--- src/rtl/acq_irq_pkg.sv ---
// Shared field positions and types for the ADC FIFO interrupt status block.
// Assumes the control word and status word are at least 11 bits wide.
package acq_irq_pkg;

    typedef enum logic [1:0] {
        SRC_NONE   = 2'd0,
        SRC_SCAN   = 2'd1,
        SRC_HALF   = 2'd2,
        SRC_NEMPTY = 2'd3
    } src_sel_e;

    // Control word bit positions
    localparam int unsigned CTL_SEL_LSB  = 0;
    localparam int unsigned CTL_GEN_EN   = 2;
    localparam int unsigned CTL_ACQ_EN   = 3;
    localparam int unsigned CTL_CLR_ACQ  = 8;
    localparam int unsigned CTL_CLR_GEN  = 9;
    localparam int unsigned CTL_CLR_FULL = 10;

    // Status word bit positions
    localparam int unsigned ST_ACQ    = 0;
    localparam int unsigned ST_GEN    = 1;
    localparam int unsigned ST_EOB    = 2;
    localparam int unsigned ST_FULL   = 3;
    localparam int unsigned ST_NEMPTY = 4;

    // Event vector indices
    localparam int unsigned EV_SCAN   = 0;
    localparam int unsigned EV_HALF   = 1;
    localparam int unsigned EV_NEMPTY = 2;
    localparam int unsigned EV_FULL   = 3;
    localparam int unsigned EV_ACQ    = 4;
    localparam int unsigned EV_EOB    = 5;
    localparam int unsigned NUM_EV    = 6;

    // Latched flag indices
    localparam int unsigned FL_ACQ  = 0;
    localparam int unsigned FL_GEN  = 1;
    localparam int unsigned FL_EOB  = 2;
    localparam int unsigned FL_FULL = 3;
    localparam int unsigned NUM_FL  = 4;

endpackage

--- src/rtl/acq_irq_ctl_reg.sv ---
// Control register: stores the source select and both enables, and decodes
// the three self-clearing clear strobes from the write cycle.
// Assumes DATA_W covers the highest control bit position.
module acq_irq_ctl_reg
    import acq_irq_pkg::*;
#(
    parameter int unsigned DATA_W = 16
) (
    input  logic              clk,
    input  logic              rst_n,
    input  logic              wr_en,
    input  logic [DATA_W-1:0] wr_data,
    output src_sel_e          sel_o,
    output logic              gen_en_o,
    output logic              acq_en_o,
    output logic              clr_acq_o,
    output logic              clr_gen_o,
    output logic              clr_full_o
);

    localparam logic [DATA_W-1:0] USED_MASK =
        (DATA_W'(3) << CTL_SEL_LSB) | (DATA_W'(1) << CTL_GEN_EN) |
        (DATA_W'(1) << CTL_ACQ_EN)  | (DATA_W'(1) << CTL_CLR_ACQ) |
        (DATA_W'(1) << CTL_CLR_GEN) | (DATA_W'(1) << CTL_CLR_FULL);

    src_sel_e sel_q;
    logic     gen_en_q;
    logic     acq_en_q;
    logic     unused_bits;

    // Store select and enables on every write; reset to all off.
    always_ff @(posedge clk) begin
        if (!rst_n) begin
            sel_q    <= SRC_NONE;
            gen_en_q <= 1'b0;
            acq_en_q <= 1'b0;
        end else if (wr_en) begin
            sel_q    <= src_sel_e'(wr_data[CTL_SEL_LSB +: 2]);
            gen_en_q <= wr_data[CTL_GEN_EN];
            acq_en_q <= wr_data[CTL_ACQ_EN];
        end
    end

    // Clear strobes live only in the write cycle, nothing is stored.
    always_comb begin
        clr_acq_o  = wr_en & wr_data[CTL_CLR_ACQ];
        clr_gen_o  = wr_en & wr_data[CTL_CLR_GEN];
        clr_full_o = wr_en & wr_data[CTL_CLR_FULL];
    end

    assign sel_o       = sel_q;
    assign gen_en_o    = gen_en_q;
    assign acq_en_o    = acq_en_q;
    assign unused_bits = ^(wr_data & ~USED_MASK);

endmodule

--- src/rtl/acq_irq_edge.sv ---
// Per-line rising-edge detector. Each line keeps its own previous sample,
// so a pulse is reported in the cycle where the line is first seen high.
// Assumes inputs are synchronous to clk.
module acq_irq_edge #(
    parameter int unsigned WIDTH = 6
) (
    input  logic             clk,
    input  logic             rst_n,
    input  logic [WIDTH-1:0] lvl_i,
    output logic [WIDTH-1:0] rise_o
);

    for (genvar i = 0; i < WIDTH; i++) begin : g_line
        logic prev_q;

        // Remember last cycle's level of this line.
        always_ff @(posedge clk) begin
            if (!rst_n) prev_q <= 1'b0;
            else        prev_q <= lvl_i[i];
        end

        assign rise_o[i] = lvl_i[i] & ~prev_q;
    end

endmodule

--- src/rtl/acq_irq_src_pick.sv ---
// Routes the rising edge of the one general source named by the select.
// Code 0 routes nothing. Edges are detected before the mux, so a select
// change alone never produces an event.
module acq_irq_src_pick
    import acq_irq_pkg::*;
(
    input  src_sel_e sel_i,
    input  logic     scan_rise_i,
    input  logic     half_rise_i,
    input  logic     nempty_rise_i,
    output logic     hit_o
);

    // Pick the edge of the selected source.
    always_comb begin
        unique case (sel_i)
            SRC_SCAN:   hit_o = scan_rise_i;
            SRC_HALF:   hit_o = half_rise_i;
            SRC_NEMPTY: hit_o = nempty_rise_i;
            default:    hit_o = 1'b0;
        endcase
    end

endmodule

--- src/rtl/acq_irq_flag.sv ---
// Bank of sticky status flags. A set in the same cycle as a clear wins,
// so no event is lost to a racing software clear.
module acq_irq_flag #(
    parameter int unsigned WIDTH = 4
) (
    input  logic             clk,
    input  logic             rst_n,
    input  logic [WIDTH-1:0] set_i,
    input  logic [WIDTH-1:0] clr_i,
    output logic [WIDTH-1:0] flag_o
);

    for (genvar i = 0; i < WIDTH; i++) begin : g_flag
        logic q;

        // Hold the flag; set has priority over clear.
        always_ff @(posedge clk) begin
            if (!rst_n)        q <= 1'b0;
            else if (set_i[i]) q <= 1'b1;
            else if (clr_i[i]) q <= 1'b0;
        end

        assign flag_o[i] = q;
    end

endmodule

--- src/rtl/acq_irq_ctrl.sv ---
// Top of the ADC FIFO interrupt status block: control register, edge
// detection, general source selection, sticky flags, status read word and
// interrupt request. Event inputs are assumed synchronous to clk.
module acq_irq_ctrl
    import acq_irq_pkg::*;
#(
    parameter int unsigned DATA_W = 16
) (
    input  logic              clk,
    input  logic              rst_n,
    input  logic              wr_en,
    input  logic [DATA_W-1:0] wr_data,
    input  logic              scan_done_i,
    input  logic              fifo_half_i,
    input  logic              fifo_nempty_i,
    input  logic              fifo_full_i,
    input  logic              acq_done_i,
    input  logic              burst_done_i,
    input  logic              burst_mode_i,
    output logic [DATA_W-1:0] rd_data,
    output logic              irq_o
);

    src_sel_e          sel;
    logic              gen_en;
    logic              acq_en;
    logic              clr_acq;
    logic              clr_gen;
    logic              clr_full;
    logic [NUM_EV-1:0] ev_lvl;
    logic [NUM_EV-1:0] ev_rise;
    logic              gen_hit;
    logic [NUM_FL-1:0] fl_set;
    logic [NUM_FL-1:0] fl_clr;
    logic [NUM_FL-1:0] flag;

    acq_irq_ctl_reg #(.DATA_W(DATA_W)) u_ctl (
        .clk        (clk),
        .rst_n      (rst_n),
        .wr_en      (wr_en),
        .wr_data    (wr_data),
        .sel_o      (sel),
        .gen_en_o   (gen_en),
        .acq_en_o   (acq_en),
        .clr_acq_o  (clr_acq),
        .clr_gen_o  (clr_gen),
        .clr_full_o (clr_full)
    );

    // Gather event inputs into one vector for edge detection.
    always_comb begin
        ev_lvl            = '0;
        ev_lvl[EV_SCAN]   = scan_done_i;
        ev_lvl[EV_HALF]   = fifo_half_i;
        ev_lvl[EV_NEMPTY] = fifo_nempty_i;
        ev_lvl[EV_FULL]   = fifo_full_i;
        ev_lvl[EV_ACQ]    = acq_done_i;
        ev_lvl[EV_EOB]    = burst_done_i;
    end

    acq_irq_edge #(.WIDTH(NUM_EV)) u_edge (
        .clk    (clk),
        .rst_n  (rst_n),
        .lvl_i  (ev_lvl),
        .rise_o (ev_rise)
    );

    acq_irq_src_pick u_pick (
        .sel_i         (sel),
        .scan_rise_i   (ev_rise[EV_SCAN]),
        .half_rise_i   (ev_rise[EV_HALF]),
        .nempty_rise_i (ev_rise[EV_NEMPTY]),
        .hit_o         (gen_hit)
    );

    // Map events and strobes onto flag set and clear lines.
    always_comb begin
        fl_set          = '0;
        fl_clr          = '0;
        fl_set[FL_ACQ]  = ev_rise[EV_ACQ];
        fl_set[FL_GEN]  = gen_hit;
        fl_set[FL_EOB]  = ev_rise[EV_EOB] & burst_mode_i;
        fl_set[FL_FULL] = ev_rise[EV_FULL];
        fl_clr[FL_ACQ]  = clr_acq;
        fl_clr[FL_GEN]  = clr_gen;
        fl_clr[FL_EOB]  = ~burst_mode_i;
        fl_clr[FL_FULL] = clr_full;
    end

    acq_irq_flag #(.WIDTH(NUM_FL)) u_flag (
        .clk    (clk),
        .rst_n  (rst_n),
        .set_i  (fl_set),
        .clr_i  (fl_clr),
        .flag_o (flag)
    );

    // Build the status word; burst status is masked outside burst mode.
    always_comb begin
        rd_data            = '0;
        rd_data[ST_ACQ]    = flag[FL_ACQ];
        rd_data[ST_GEN]    = flag[FL_GEN];
        rd_data[ST_EOB]    = flag[FL_EOB] & burst_mode_i;
        rd_data[ST_FULL]   = flag[FL_FULL];
        rd_data[ST_NEMPTY] = fifo_nempty_i;
    end

    // Request level from enabled sticky statuses.
    assign irq_o = (flag[FL_GEN] & gen_en) | (flag[FL_ACQ] & acq_en);

endmodule

--- config.mk ---
export PLATFORM = sky130hd
export DESIGN_NAME = acq_irq_ctrl
export DESIGN_NICKNAME = d
export VERILOG_FILES = /design/src/rtl/acq_irq_pkg.sv /design/src/rtl/acq_irq_ctl_reg.sv /design/src/rtl/acq_irq_edge.sv /design/src/rtl/acq_irq_src_pick.sv /design/src/rtl/acq_irq_flag.sv /design/src/rtl/acq_irq_ctrl.sv
export SDC_FILE = /design/constraint.sdc
export NUM_CORES = 1
export LEC_CHECK = 0
export BUFFER_PORTS_ARGS = -buffer_cell sky130_fd_sc_hd__buf_2
export CORE_MARGIN = 2
export CORE_UTILIZATION = 40
export CTS_BUF_LIST = sky130_fd_sc_hd__clkbuf_4 sky130_fd_sc_hd__clkbuf_8
export DETAILED_ROUTE_END_ITERATION = 8
export HOLD_SLACK_MARGIN = 0.05
export PLACE_DENSITY = 0.77
export SYNTH_ARGS = -nofsm -noshare
export SYNTH_HDL_FRONTEND = slang
export SYNTH_SLANG_ARGS = --single-unit
--- constraint.sdc ---
create_clock -name clk -period 1 [get_ports clk]
set_input_delay 0.2 -clock clk [delete_from_list [all_inputs] [get_ports clk]]
set_output_delay 0.2 -clock clk [all_outputs]
set_load 0.005 [all_outputs]
; ---- Yosys cells after proc, flatten, opt, wreduce, memory -nomap -nowiden
; Index checks and enable logic that the tools add are counted.
[word_totals]
ram_bits = 0
ff_bits = 14
latchBits = 0
memories = 0
out_inout_bits = 17
elab_cells = 49
romBits = 0
inputBits = 26
[op_classes]
n_shift = 0
bitwise_logic = 20
n_div = 0
order_cmp = 0
n_mul = 0
n_reduce_logical = 3
n_eq_ne = 4
n_mux = 9
add_sub_neg = 0
[op_table]
columns = operator, n
row1 = $and A1 B1 Y1, 13
row2 = $mux W1, 8
row3 = $not A1 Y1, 6
row4 = $reduce_bool A2 Y1, 3
row5 = $eq A2 B2 Y1 const B, 2
row6 = $pmux W1 S3, 1
row7 = $eq A2 B1 Y1 const B, 1
row8 = $ne A2 B1 Y1 const B, 1
row9 = $or A1 B1 Y1, 1

; ---- Depth between registers and ports, before layout
[logic_depth]
depth_word = 4
mapped_depth = 4

; ---- Cells and area by module
; A second synthesis with hierarchy kept.
[unflattened]
cells_unflattened = 70
hier_area_um2 = 711.9
[by_module_without_submodules]
columns = mod, seq_area_each_um2, area_per_inst_um2, cells_each, n_inst
row1 = acq_irq_edge, 120.1, 195.2, 18, 1
row2 = acq_irq_flag, 80.1, 195.2, 16, 1
row3 = acq_irq_ctl_reg, 80.1, 178.9, 16, 1
row4 = acq_irq_ctrl, 0.0, 118.9, 17, 1
row5 = acq_irq_src_pick, 0.0, 23.8, 3, 1

; ---- Worst setup path after synthesis
; No wires, ideal clock.
[synth_timing]
path_type = reg-to-reg
startpoint = register u_ctl.sel_q[0] (netlist: u_ctl.sel_o[0])
endpoint = register u_flag.g_flag[1].q
arrival_time_ns = 0.668
slack_ns = 0.210
required_time_ns = 0.878
setup_ns = 0.122
synth_period_minus_slack_ns = 0.790
stages_incl_launch_ff = 4
cell_sequence = dfxtp_1 > and3b_1 > o21ai_0 > a21boi_1
[synth_between]
elab_chain_len = 3
elab_cells_between_ends = 6
classes_between = eq/ne (3) / mux (2) / reduce/logical (1)
[synth_lines]
columns = element, line
row1 = from (decl), acq_irq_ctl_reg.sv:26  ; src_sel_e sel_q;
row2 = from (signal assigned), acq_irq_ctl_reg.sv:38  ; sel_q <= src_sel_e'(wr_data[CTL_SEL_LSB +: 2]);
row3 = $eq A2 B2 Y1 or $eq A2 B1 Y1 (tied branches), acq_irq_src_pick.sv:16  ; unique case (sel_i)
row4 = $pmux W1 S3 *, acq_irq_src_pick.sv:16
row5 = $mux W1 or $reduce_bool A2 Y1 (tied branches), --
row6 = to (signal assigned), acq_irq_flag.sv:18  ; if (!rst_n) q <= 1'b0;
row7 = to (signal assigned), acq_irq_flag.sv:19  ; else if (set_i[i]) q <= 1'b1;
row8 = to (signal assigned), acq_irq_flag.sv:20  ; else if (clr_i[i]) q <= 1'b0;
row9 = to (decl), acq_irq_flag.sv:14  ; logic q;
; Every way passes the cells marked *; elsewhere a longest branch is shown, timed or not.
; A chain may end at the register's enable or synchronous reset.

; ---- Worst setup path after layout
[layout_timing]
startpoint = register u_ctl.gen_en_q (netlist: u_ctl.gen_en_o)
endpoint = output irq_o
[layout_between]
elab_chain_len = 2
[layout_lines]
columns = element, line
row1 = from (decl), acq_irq_ctl_reg.sv:27  ; logic gen_en_q;
row2 = from (signal assigned), acq_irq_ctl_reg.sv:39  ; gen_en_q <= wr_data[CTL_GEN_EN];
row3 = $and A1 B1 Y1, acq_irq_ctrl.sv:109  ; assign irq_o = (flag[FL_GEN] & gen_en) | (flag[FL_ACQ] & acq_en);
row4 = $or A1 B1 Y1, acq_irq_ctrl.sv:109
row5 = to (decl), acq_irq_ctrl.sv:21  ; output logic irq_o
; Every way passes these cells.

==> out/results.ini <==
[detailed_routing]
wirelength_um=968
drc=0
drt-initial-drc-count=2
route.vias.total=442
drtAntennaViolNets=0
via_per_inst=4.33
drt_first_pass_iters=4
wl_per_cell_um=9.49

[final_layout]
drive_above_1_share_pct=34.9
final_cells=102
final_util_pct=48.3
area_growth_pct=13.7
num-fill-cells=157
diodes=0
nets=113

[yosys]
synth-seq-area-share_pct=43.8
ys_async_sr_fraction_pct=0
synthTopCellsByCount=buf_4 (15), dfxtp_1 (14), nor2b_1 (8)
synth_edf_count=0
synth_area_leaders=dfxtp_1 (44%), buf_4 (18%), nor2b_1 (7.8%)
yosysWarnings=0
postSynthCellCount=67
synth.cell_area_um2=639
synth-seq-cells=14
synth.avg_cell_area_um2=9.54
yosysTopAreaCellShare_pct=43.8
post_synth_num_cell_types=18
synth_top_flop_cell=dfxtp_1
yosysMostFrequentCell=buf_4
synth_top_area_cell=dfxtp_1

[die]
die_w_um=44.0
die_h_um=44.0
ios=43
core_region_area_mm2=0.00151
initial_core_util_pct=42.4
die-area_mm2=0.00193
placementRows=14

[setup_path]
crit_fanout=2
slowest_delay_ns=0.32
required_ns=0.80
crit_chain=a22o_1, buf_2
critPathLaunchType=flip-flop
critical_path_class=flip-flop to output pin
endpoint_kind=output pin
critical-path-slowest-cell=dfxtp_2
worstPathArrival_ns=0.93

[timing]
final_max_slew_viol_count=0
final.min_clock_period_ns=1.13
fin_ws_ns=-0.126
fmax_ghz=0.888
finalHoldViolCount=0
skew_ns=0.000430
fin_hold_ws_ns=0.128
rsz0062_at_grt=yes
min_period_over_period_pct=113
setup_viol=2

[grt]
grt_pass1_wl_um=1630
antenna_found_initial=0
grt_overflow=0
first_global_vias=392
grt_use_total_pct=12.1
grt_max_degree=15

[place]
place.gp.congestion=0.661
port-buffer-count=22
place_inst=98
dpl.hpwl_um=734

[cts]
cts_root_buffer=clkbuf_4
holdBufCountCts=0
numCtsBuffers=3
path_clk_slew_ns=0.08
cts_tree=yes
h-tree-depth=1
cts_sinks=14
cts_buffer_depth=2
clock_latency_ns=0.28

[pwr]
leakage_nw=0.367
cellPowerDensity_mw_per_mm2=1560
max-vdd-ir-drop_mv=0.724

[status]
violations=setup timing
outcome=finished, violations left

[job]
max_cap_viol_count=0

[min_path]
hold_path_class=primary input to flip-flop

==> state kept, by name (all words and copies together) (netlist names) <==
name,cells
u_flag.g_flag.q,4
u_edge.g_line.prev_q,6
u_ctl.gen_en_o,1
u_ctl.acq_en_o,1
u_ctl.sel_o,2
==> final cells by class <==
class                           instances  area [µm²]  share of cell area [%]
Clock buffer                            4        36.3                    4.99
Inverter                                1        3.75                   0.516
Sequential cell                        14         284                    39.1
Multi-Input combinational cell         45         267                    36.7
Timing Repair Buffer                   22         116                    16.0
Tap cell                               16        20.0                    2.75
==> cells by family after synthesis <==
logic type	share of synthesized area, %
other	0.587
AND/OR/NAND/NOR	22.1
flip-flops	43.8
multiplexers	6.26
buffers and inverters	20.7
AO/OA/AOI/OAI	6.46
==> power breakdown <==
part           switching [mW]  internal (mW)  leakage [nW]  total, mW
Sequential             0.0150          0.591         0.117      0.606
Combinational          0.0564         0.0685         0.229      0.125
Clock                   0.178          0.222        0.0210      0.400
==> worst max-delay path, delay by kind of cell (launching register included) <==
| kind | cells | cell delay (ns) |
|---|---|---|
| flops | 1 | 0.32 |
| compound gates | 1 | 0.21 |
| buf+inv | 1 | 0.12 |
==> placed cells by master (no fill, tap or decap) <==
cell      instances
a21boi_1          1
a21oi_1           4
a22o_1            1
and2_1            6
and2_4            1
and3b_1           1
and4bb_1          1
buf_2            21
buf_6             1
clkbuf_4          3
clkbuf_8          1
conb_1           11
dfxtp_1          11
dfxtp_2           3
inv_1             1
mux2i_1           4
nand2_1           4
nor2_1            1
nor2b_1           8
nor3b_1           1
o21ai_0           1
==> worst paths after layout <==
kind	slack, ns	cells past startpoint	startpoint	end
setup / recovery	-0.13	2	u_ctl.gen_en_o	irq_o
hold reg to reg	0.47	2	u_flag.g_flag[2].q	u_flag.g_flag[2].q
hold / removal	0.13	2	acq_done_i	u_edge.g_line[4].prev_q
setup reg to reg	0.12	3	u_ctl.sel_o[0]	u_flag.g_flag[1].q
==> repair_timing <==
item,in CTS,in global routing
gates resized for setup,4,1
pin swaps,1,0
setup endpoints to repair,2,2
setup buffers,0,0
==> per-stage QoR <==
stage          worst slack, ns  cell area (µm²)  TNS, ns  power [mW]
6_report                -0.126              727   -0.164        1.13
5_1_grt                 -0.156              727   -0.242        1.19
4_1_cts                 -0.133              726   -0.178        1.15
3_5_place_dp             0.130              678        0       0.741
3_3_place_gp             0.139              678        0       0.736
2_1_floorplan            0.210              677        0       0.733
==> routing by layer <==
layer | vias to the layer above | track usage (%) | routed length (µm)
li1 | 225 | - | -
met1 | 190 | 14.2 | 429
met2 | 25 | 17.4 | 412
met3 | 2 | 5.00 | 106
met4 | 0 | 9.09 | 19
met5 | - | 0 | 0
No activity file was read; power rests on OpenSTA's default activity.
